[config.mk]
export PLATFORM = sky130hd
export DESIGN_NAME = refloss_gate_ctrl
export DESIGN_NICKNAME = d
export VERILOG_FILES = /design/src/rtl/refgate_pkg.sv /design/src/rtl/ref_activity_mon.sv /design/src/rtl/gate_fsm.sv /design/src/rtl/refloss_gate_ctrl.sv
export SDC_FILE = /design/constraint.sdc
export NUM_CORES = 1
export LEC_CHECK = 0
export ABC_AREA = 1
export CAP_MARGIN = 15
export CORE_MARGIN = 2
export CORE_UTILIZATION = 40
export DETAILED_ROUTE_END_ITERATION = 6
export DONT_BUFFER_PORTS = 1
export SYNTH_ARGS = -nofsm -noshare
export SYNTH_HDL_FRONTEND = slang
export SYNTH_SLANG_ARGS = --single-unit
[constraint.sdc]
create_clock -name clk_sys -period 2.6 [get_ports clk_sys]
set_input_delay 0.52 -clock clk_sys [delete_from_list [all_inputs] [get_ports clk_sys]]
set_output_delay 0.52 -clock clk_sys [all_outputs]
set_load 0.03 [all_outputs]
[src/rtl/refgate_pkg.sv]
package refgate_pkg;
  typedef enum logic [1:0] {
    ST_UNLOCK = 2'd0,
    ST_LOCKED = 2'd1,
    ST_HOLD   = 2'd2,
    ST_QUIET  = 2'd3
  } gate_st_t;
endpackage

[src/rtl/ref_activity_mon.sv]
module ref_activity_mon #(
  parameter int CNT_W = 16
) (
  input  logic             clk,
  input  logic             rst,
  input  logic             ref_tick,
  input  logic [CNT_W-1:0] miss_limit,
  input  logic [CNT_W-1:0] skip_limit,
  output logic             ref_lost,
  output logic             outage_long
);
  localparam logic [CNT_W-1:0] CNT_MAX = '1;
  localparam logic [CNT_W-1:0] CNT_ONE = CNT_W'(1);

  logic [CNT_W-1:0] gap_q, gap_inc, lost_q;

  // saturating count of cycles since the last reference strobe
  always_comb gap_inc = (gap_q == CNT_MAX) ? gap_q : gap_q + CNT_ONE;

  always_ff @(posedge clk) begin
    if (rst) begin
      gap_q    <= '0;
      ref_lost <= 1'b0;
    end else if (ref_tick) begin
      gap_q    <= '0;
      ref_lost <= 1'b0;
    end else begin
      gap_q    <= gap_inc;
      ref_lost <= (gap_inc >= miss_limit);
    end
  end

  // length of the current lost interval
  always_ff @(posedge clk) begin
    if (rst || !ref_lost) lost_q <= '0;
    else if (lost_q != CNT_MAX) lost_q <= lost_q + CNT_ONE;
  end

  assign outage_long = ref_lost && (lost_q >= skip_limit);

  AST_LOST_CLEARS: assert property (@(posedge clk) disable iff (rst)
    ref_tick |=> !ref_lost);
  AST_LOST_NEEDS_GAP: assert property (@(posedge clk) disable iff (rst)
    $rose(ref_lost) |-> $past(!ref_tick));
endmodule

[src/rtl/gate_fsm.sv]
module gate_fsm
  import refgate_pkg::*;
(
  input  logic clk,
  input  logic rst,
  input  logic ref_lost,
  input  logic outage_long,
  input  logic lock_pulse,
  input  logic cfg_skip,
  input  logic cfg_run_unlocked,
  output logic clk_out_en,
  output logic unlock_flag
);
  gate_st_t st_q, st_d;
  logic     skip_s, run_s, capture;

  always_comb begin
    st_d    = st_q;
    capture = 1'b0;
    case (st_q)
      ST_LOCKED: if (ref_lost) begin
        st_d    = ST_HOLD;
        capture = 1'b1;
      end
      ST_QUIET: begin
        if (ref_lost) begin
          st_d    = ST_HOLD;
          capture = 1'b1;
        end else if (lock_pulse) begin
          st_d = ST_LOCKED;
        end
      end
      ST_HOLD: begin
        if (outage_long)   st_d = ST_UNLOCK;
        else if (!ref_lost) st_d = skip_s ? ST_QUIET : ST_UNLOCK;
      end
      default: if (lock_pulse && !ref_lost) st_d = ST_LOCKED;
    endcase
  end

  always_ff @(posedge clk) begin
    if (rst) begin
      st_q        <= ST_UNLOCK;
      skip_s      <= 1'b0;
      run_s       <= 1'b0;
      unlock_flag <= 1'b1;
      clk_out_en  <= 1'b0;
    end else begin
      st_q <= st_d;
      if (capture) begin
        skip_s <= cfg_skip;
        run_s  <= cfg_run_unlocked;
      end
      unlock_flag <= (st_d == ST_UNLOCK);
      clk_out_en  <= (st_d != ST_UNLOCK) || run_s;
    end
  end

  AST_RESET_GATED: assert property (@(posedge clk)
    rst |=> (unlock_flag && !clk_out_en));
  AST_RELOCK_NEXT: assert property (@(posedge clk) disable iff (rst)
    (unlock_flag && lock_pulse && !ref_lost) |=> (!unlock_flag && clk_out_en));
  AST_LOCK_IGNORED: assert property (@(posedge clk) disable iff (rst)
    (unlock_flag && ref_lost) |=> unlock_flag);
  AST_SKIP_QUIET: assert property (@(posedge clk) disable iff (rst)
    (st_q == ST_HOLD && skip_s && !outage_long && !ref_lost) |=> (!unlock_flag && clk_out_en));
  AST_LONG_UNLOCK: assert property (@(posedge clk) disable iff (rst)
    (st_q == ST_HOLD && outage_long) |=> unlock_flag);
  AST_CFG_HELD: assert property (@(posedge clk) disable iff (rst)
    (st_q == ST_HOLD) |=> ($stable(skip_s) && $stable(run_s)));
endmodule

[src/rtl/refloss_gate_ctrl.sv]
module refloss_gate_ctrl #(
  parameter int CNT_W = 16,
  parameter int BW_W  = 3
) (
  input  logic             clk_sys,
  input  logic             rst,
  input  logic             ref_tick,
  input  logic             lock_pulse,
  input  logic             cfg_skip,
  input  logic             cfg_run_unlocked,
  input  logic [CNT_W-1:0] miss_limit,
  input  logic [CNT_W-1:0] skip_limit,
  input  logic [BW_W-1:0]  bw_sel,
  output logic             clk_out_en,
  output logic             unlock_flag,
  output logic             ref_lost,
  output logic [BW_W-1:0]  bw_sel_q
);
  logic outage_long;

  ref_activity_mon #(.CNT_W(CNT_W)) i_mon (
    .clk         (clk_sys),
    .rst         (rst),
    .ref_tick    (ref_tick),
    .miss_limit  (miss_limit),
    .skip_limit  (skip_limit),
    .ref_lost    (ref_lost),
    .outage_long (outage_long)
  );

  gate_fsm i_fsm (
    .clk              (clk_sys),
    .rst              (rst),
    .ref_lost         (ref_lost),
    .outage_long      (outage_long),
    .lock_pulse       (lock_pulse),
    .cfg_skip         (cfg_skip),
    .cfg_run_unlocked (cfg_run_unlocked),
    .clk_out_en       (clk_out_en),
    .unlock_flag      (unlock_flag)
  );

  always_ff @(posedge clk_sys) begin
    if (rst) bw_sel_q <= '0;
    else     bw_sel_q <= bw_sel;
  end

  AST_BW_PIPE: assert property (@(posedge clk_sys) disable iff (rst)
    1'b1 |=> (bw_sel_q == $past(bw_sel)));
  AST_LOCKED_RUNS: assert property (@(posedge clk_sys) disable iff (rst)
    !unlock_flag |-> clk_out_en);
endmodule

* Word level (Yosys, flattened, before mapping)
Cells that the tools add are included.
** Operators by class
- Eq/ne operators :: 5
- $lt $le $gt $ge :: 2
- Reductions and logical operators :: 9
- Mux-type cells :: 11
- Add/sub/neg operators :: 2
** Operators by type and width (number)
- 16-bit by 1-bit adder with 16-bit output, second input constant :: 2
- 16-bit >= comparator :: 2
- 16-bit == test, second input constant :: 1
- 16-bit 2-to-1 mux :: 1
- 16-bit != test, second input constant :: 1
- 2-bit 2-to-1 mux :: 7
- 2-bit case mux with 3 select lines :: 1
- 2-bit == test, second input constant :: 2
- 2-bit OR reduction :: 2
- 2-bit by 1-bit == test with 1-bit output, second input constant :: 1
- 1-bit logical AND :: 2
- 2-bit zero test :: 1
- 1-bit logical OR :: 2
- 1-bit 2-to-1 mux :: 2
- 2-bit nonzero test :: 1
- 1-bit zero test :: 1
** Storage, ports and cells
- Bits of input ports :: 41
- Flip-flop bits (word level) :: 42
- Word-level logic and storage cells :: 38

* Logic depth before layout (Yosys ltp)
- Depth in word-level cells :: 6
- Depth in mapped cells :: 19
- Depth with buffers taken out :: 19

* By module
A second synthesis with hierarchy kept.
** Second synthesis, totals
- Cells, all modules :: 430
- Area, all modules :: 2919.0 sq um
** By module, submodules not included
- ref_activity_mon :: seq. area each 660.6 sq um, cells each 380, area each 2553.7 sq um, times used 1
- gate_fsm :: seq. area each 120.1 sq um, cells each 41, area each 282.8 sq um, times used 1
- refloss_gate_ctrl :: seq. area each 60.1 sq um, cells each 9, area each 82.6 sq um, times used 1

* Worst setup path before layout
No wires, ideal clock.
- Path kind :: flip-flop to flip-flop
- Start point :: reg i_mon.gap_q[0]
- End point :: reg i_mon.ref_lost
- Setup slack :: 0.402 ns
- Data arrival time :: 2.142 ns
- Required time :: 2.544 ns
- Path buffers :: 0
- Cell stages (with the launch flop) :: 18
- Period minus slack after synthesis :: 2.198 ns
- Cell sequence :: dfxtp_1 ha_1 nand2_2 nor2_4 nand3_1 nor2_1 nand4_1 xor2_1 nand2_1 ha_1 nand2_1 inv_1 nand3_1 nor3_1 nand3_1 nand3_1 nand2_1 inv_1
** Between the ends
- Cells in the longest elaborated chain, start to end :: 3
** Ends and longest elaborated chain
- from (decl) :: line ref_activity_mon.sv:15 : logic [CNT_W-1:0] gap_q, gap_inc, lost_q;
- from (signal assigned) :: line ref_activity_mon.sv:28 : gap_q <= gap_inc;
- 16-bit by 1-bit adder with 16-bit output or 16-bit == test (tied branches) :: line ref_activity_mon.sv:18 : always_comb gap_inc = (gap_q == CNT_MAX) ? gap_q : gap_q + CNT_ONE;
- 16-bit 2-to-1 mux * :: line ref_activity_mon.sv:18
- named net i_mon.gap_inc[14] :: line ref_activity_mon.sv:15
- 16-bit >= comparator * :: line ref_activity_mon.sv:29 : ref_lost <= (gap_inc >= miss_limit);
- to (signal assigned) :: line ref_activity_mon.sv:29
- to (decl) :: line ref_activity_mon.sv:9 : output logic ref_lost,
Mark *: on every way through the listed nets, which the timed path passes. The rest lies on a longest branch.
A chain may end at the register's enable or synchronous reset.

* Final worst setup path
- Start point :: reg i_mon.gap_q[1]
- End point :: reg i_mon.ref_lost
Same word-level chain as after synthesis.

==> impl_results.md <==
* Hold buffers post-CTS at 0
* Synth Register Bits at 42
* H-tree Lvls at 2
* Yosys warning count at 0
* Initial core utilization at 41.8%
* Die area at 7920 sq um
* Synth-to-Final Area Change at 13.8%
* Buffers plus inverters on the worst setup path at 2
* Finished Layout Cells at 525
* Startpoint types: flip-flop
* Worst Slack Setup Final at 222 ps
* Drt total wl at 6010 um
* TritonCTS clock tree: done
* Final hold vios at 0
* Syn_area_per_cell at 7.00 sq um
* Total number of vias at 2,506
* Total GRT Usage at 15.5%
* Post-DRT Antenna Nets at 0
* CP endpoint kind: flip-flop
* Worst Hold Class: primary input to flip-flop
* Die height at 89.0 um
* Max-slew violations at 0
* Overall power at 1.25 mW
* Cell Chain, Critical Path: ha_4 -> nand2_2 -> nor2_4 -> nand3_2 -> nor2_2 -> nand4_1 -> xor2_1 -> nand2_1 -> ha_1 -> nand2_1 -> inv_2 -> nand3_4 -> nor3_4 -> nand3_1 -> nand3_1 -> nand2_1 -> inv_1
* Power Dens Cells at 379 nW/um^2
* Clock tree root driver cell: clkbuf_8
* TNS Setup at 0 ps
* Placer Congestion at 0.879
* Tmin final at 2380 ps
* Vias per cell at 4.77
* Slew @ Worst Pin at 590 ps
* Top cell by count, worst path: nand2_1
* Overflow after GRT at 0
* Sequential share of the synthesized area at 29.1%
* Max Cap Viol at 0
* Main synth FF type: dfxtp_1
* Setup Skew at 6.95 ps
* Slowest cell on crit path: dfxtp_4
* Mapped Area at 2890 sq um
* Antenna violations before repair at 0
* Peak VDD IR at 0.188 mV
* PortBufs at 0
* Slowest stage delay, CP at 380 ps
* Critical Path RT at 2850 ps
* Post-Syn Instances at 413
* Placeable core area at 6910 sq um
* Largest net degree at the start of global routing at 21
* Worst skew pair latency at 300 ps
* Area share of the largest cell type after synthesis at 29.1%
* FFs w/ async S/R, synth at 0%
* Status: finished clean
* Final Cell Area at 3290 sq um
* Std-Cell Rows at 30
* Critical path's top delay family: simple AND/OR/NAND/NOR gates
* Nets at 503
* Area leader, netlist: dfxtp_1
* DP Worst Slack at 58.5 ps
* WL/cell at 11.5 um
* Commonest non-fill, non-tap cells in the layout: inv_1 (88), nand2_1 (78), dfxtp_1 (39)
* Clk slew on worst S/H paths at 80 ps
* Post-synth EDFFs at 0
* Critical Path Stages at 17
* Placed Area at 3000 sq um
* Lkg Pwr at 1.67 nW
* First-pass GRT wire length at 9760 um
* Mapped Nets at 488
* Hold Crit Depth at 1
* Die Span X at 89.0 um
* Crit path max fanout at 4
* Share of cells above drive strength 1 at 12.4%
* Max Freq at 421 MHz
* Post-synth cell types at 29
* Critical Path AT at 2630 ps
* Number of buffers created by CTS at 5
* DP Wirelength at 4660 um
* DP Cell Count at 508
* IO Pins at 47
* # diodes at 0
* Worst-case clock buffer depth at 2
* Clk sinks at 42
* Final setup viols at 0
* 1st-iter DRT viols at 37
* Vias in the first global route at 2,343
* Kind of critical path: flip-flop to flip-flop
* Router iterations before antenna repair at 4
* Largest cells by area after synthesis: dfxtp_1 (29%), ha_1 (15%), inv_1 (12%), nand2_1 (10%), a21oi_1 (5.5%)
* Worst rel slew slack at 60.6%
* Commonest non-fill, non-tap cell in the layout: inv_1
* Period utilization at 91.4%
* R2R cell count at 17
* Drt drc at 0
-- flip-flops by register name (all words and copies together), names as in the netlist --
register           count
i_fsm.st_q             2
i_fsm.unlock_flag      1
i_mon.ref_lost         1
i_fsm.clk_out_en       1
i_fsm.skip_s           1
i_mon.gap_q           16
bw_sel_q               3
i_fsm.run_s            1
i_mon.lost_q          16
-- logic make-up (layout without fill, tap and decap cells) --
group	Yosys count	in the layout	synth area share [%]
and+or+nand+nor	167	167	27.3
buffers and inverters	93	109	12.4
AOI/OAI and AO/OA	59	59	11.0
DFF	42	42	29.1
adders and majority gates	34	34	14.7
xor gates and xnor gates	18	18	5.46
-- path summary, 6_finish.rpt --
path,startpoint,endpoint,slack [ps]
setup reg to reg,i_mon.gap_q[1],i_mon.ref_lost,220
hold / removal,rst,bw_sel_q[2],280
hold reg to reg,i_fsm.skip_s,i_fsm.skip_s,470
setup / recovery,i_mon.gap_q[1],i_mon.ref_lost,220
-- power by group --
| group | switching (mW) | internal [mW] | total (mW) |
|---|---|---|---|
| clock | 0.228 | 0.283 | 0.510 |
| combinational | 0.0442 | 0.0297 | 0.0738 |
| sequential | 0.0147 | 0.648 | 0.663 |
| total | 0.287 | 0.960 | 1.25 |
-- synth_stat cells, types with 2 or more instances --
| cell type | n |
|---|---|
| o21ai_0 | 18 |
| nand4_1 | 13 |
| nand3_2 | 2 |
| inv_1 | 89 |
| nor2_1 | 38 |
| nand2_2 | 2 |
| ha_1 | 34 |
| o211ai_1 | 2 |
| xnor2_1 | 7 |
| nand3_1 | 13 |
| nor2_4 | 6 |
| dfxtp_1 | 42 |
| nand2_1 | 78 |
| xor2_1 | 11 |
| a21oi_1 | 32 |
| nor3_2 | 2 |
| a31oi_1 | 3 |
| a21oi_2 | 2 |
| nor3_1 | 9 |
-- layout make-up --
cell class / instances / area, sq um
Clock buffer: 5 / 68.8
Multi-Input combinational cell: 278 / 1780
Inverter: 90 / 343
Timing Repair Buffer: 11 / 82.6
Tap cell: 96 / 120
Sequential cell: 42 / 852
Clock inverter: 3 / 40.0
Fill cell: 728 / 3620
-- what timing repair did --
action                     CTS  global route
setup endpoints to repair    0             1
gates resized for setup      0            25
buffers inserted             0             9
-- layer usage --
| metal | part of all wire [%] | GRT usage, % | vias up |
|---|---|---|---|
| met2 | 49 | 27.0 | 57 |
| met1 | 46 | 19.0 | 1099 |
| li1 | - | - | 1342 |
| met5 | 0 | 0 | - |
| met4 | 1.4 | 5.16 | 0 |
| met3 | 3.6 | 3.23 | 8 |
-- metrics by stage --
| stage | hold slack [ps] | util (%) |
|---|---|---|
| after CTS | 268 | 45.1 |
| after floorplan | 429 | - |
| after global routing | 264 | 47.6 |
| after detailed placement | 458 | 43.5 |
| after global placement | 452 | 43.5 |
| final | 279 | 47.6 |
No activity file was read; power rests on OpenSTA's default activity.
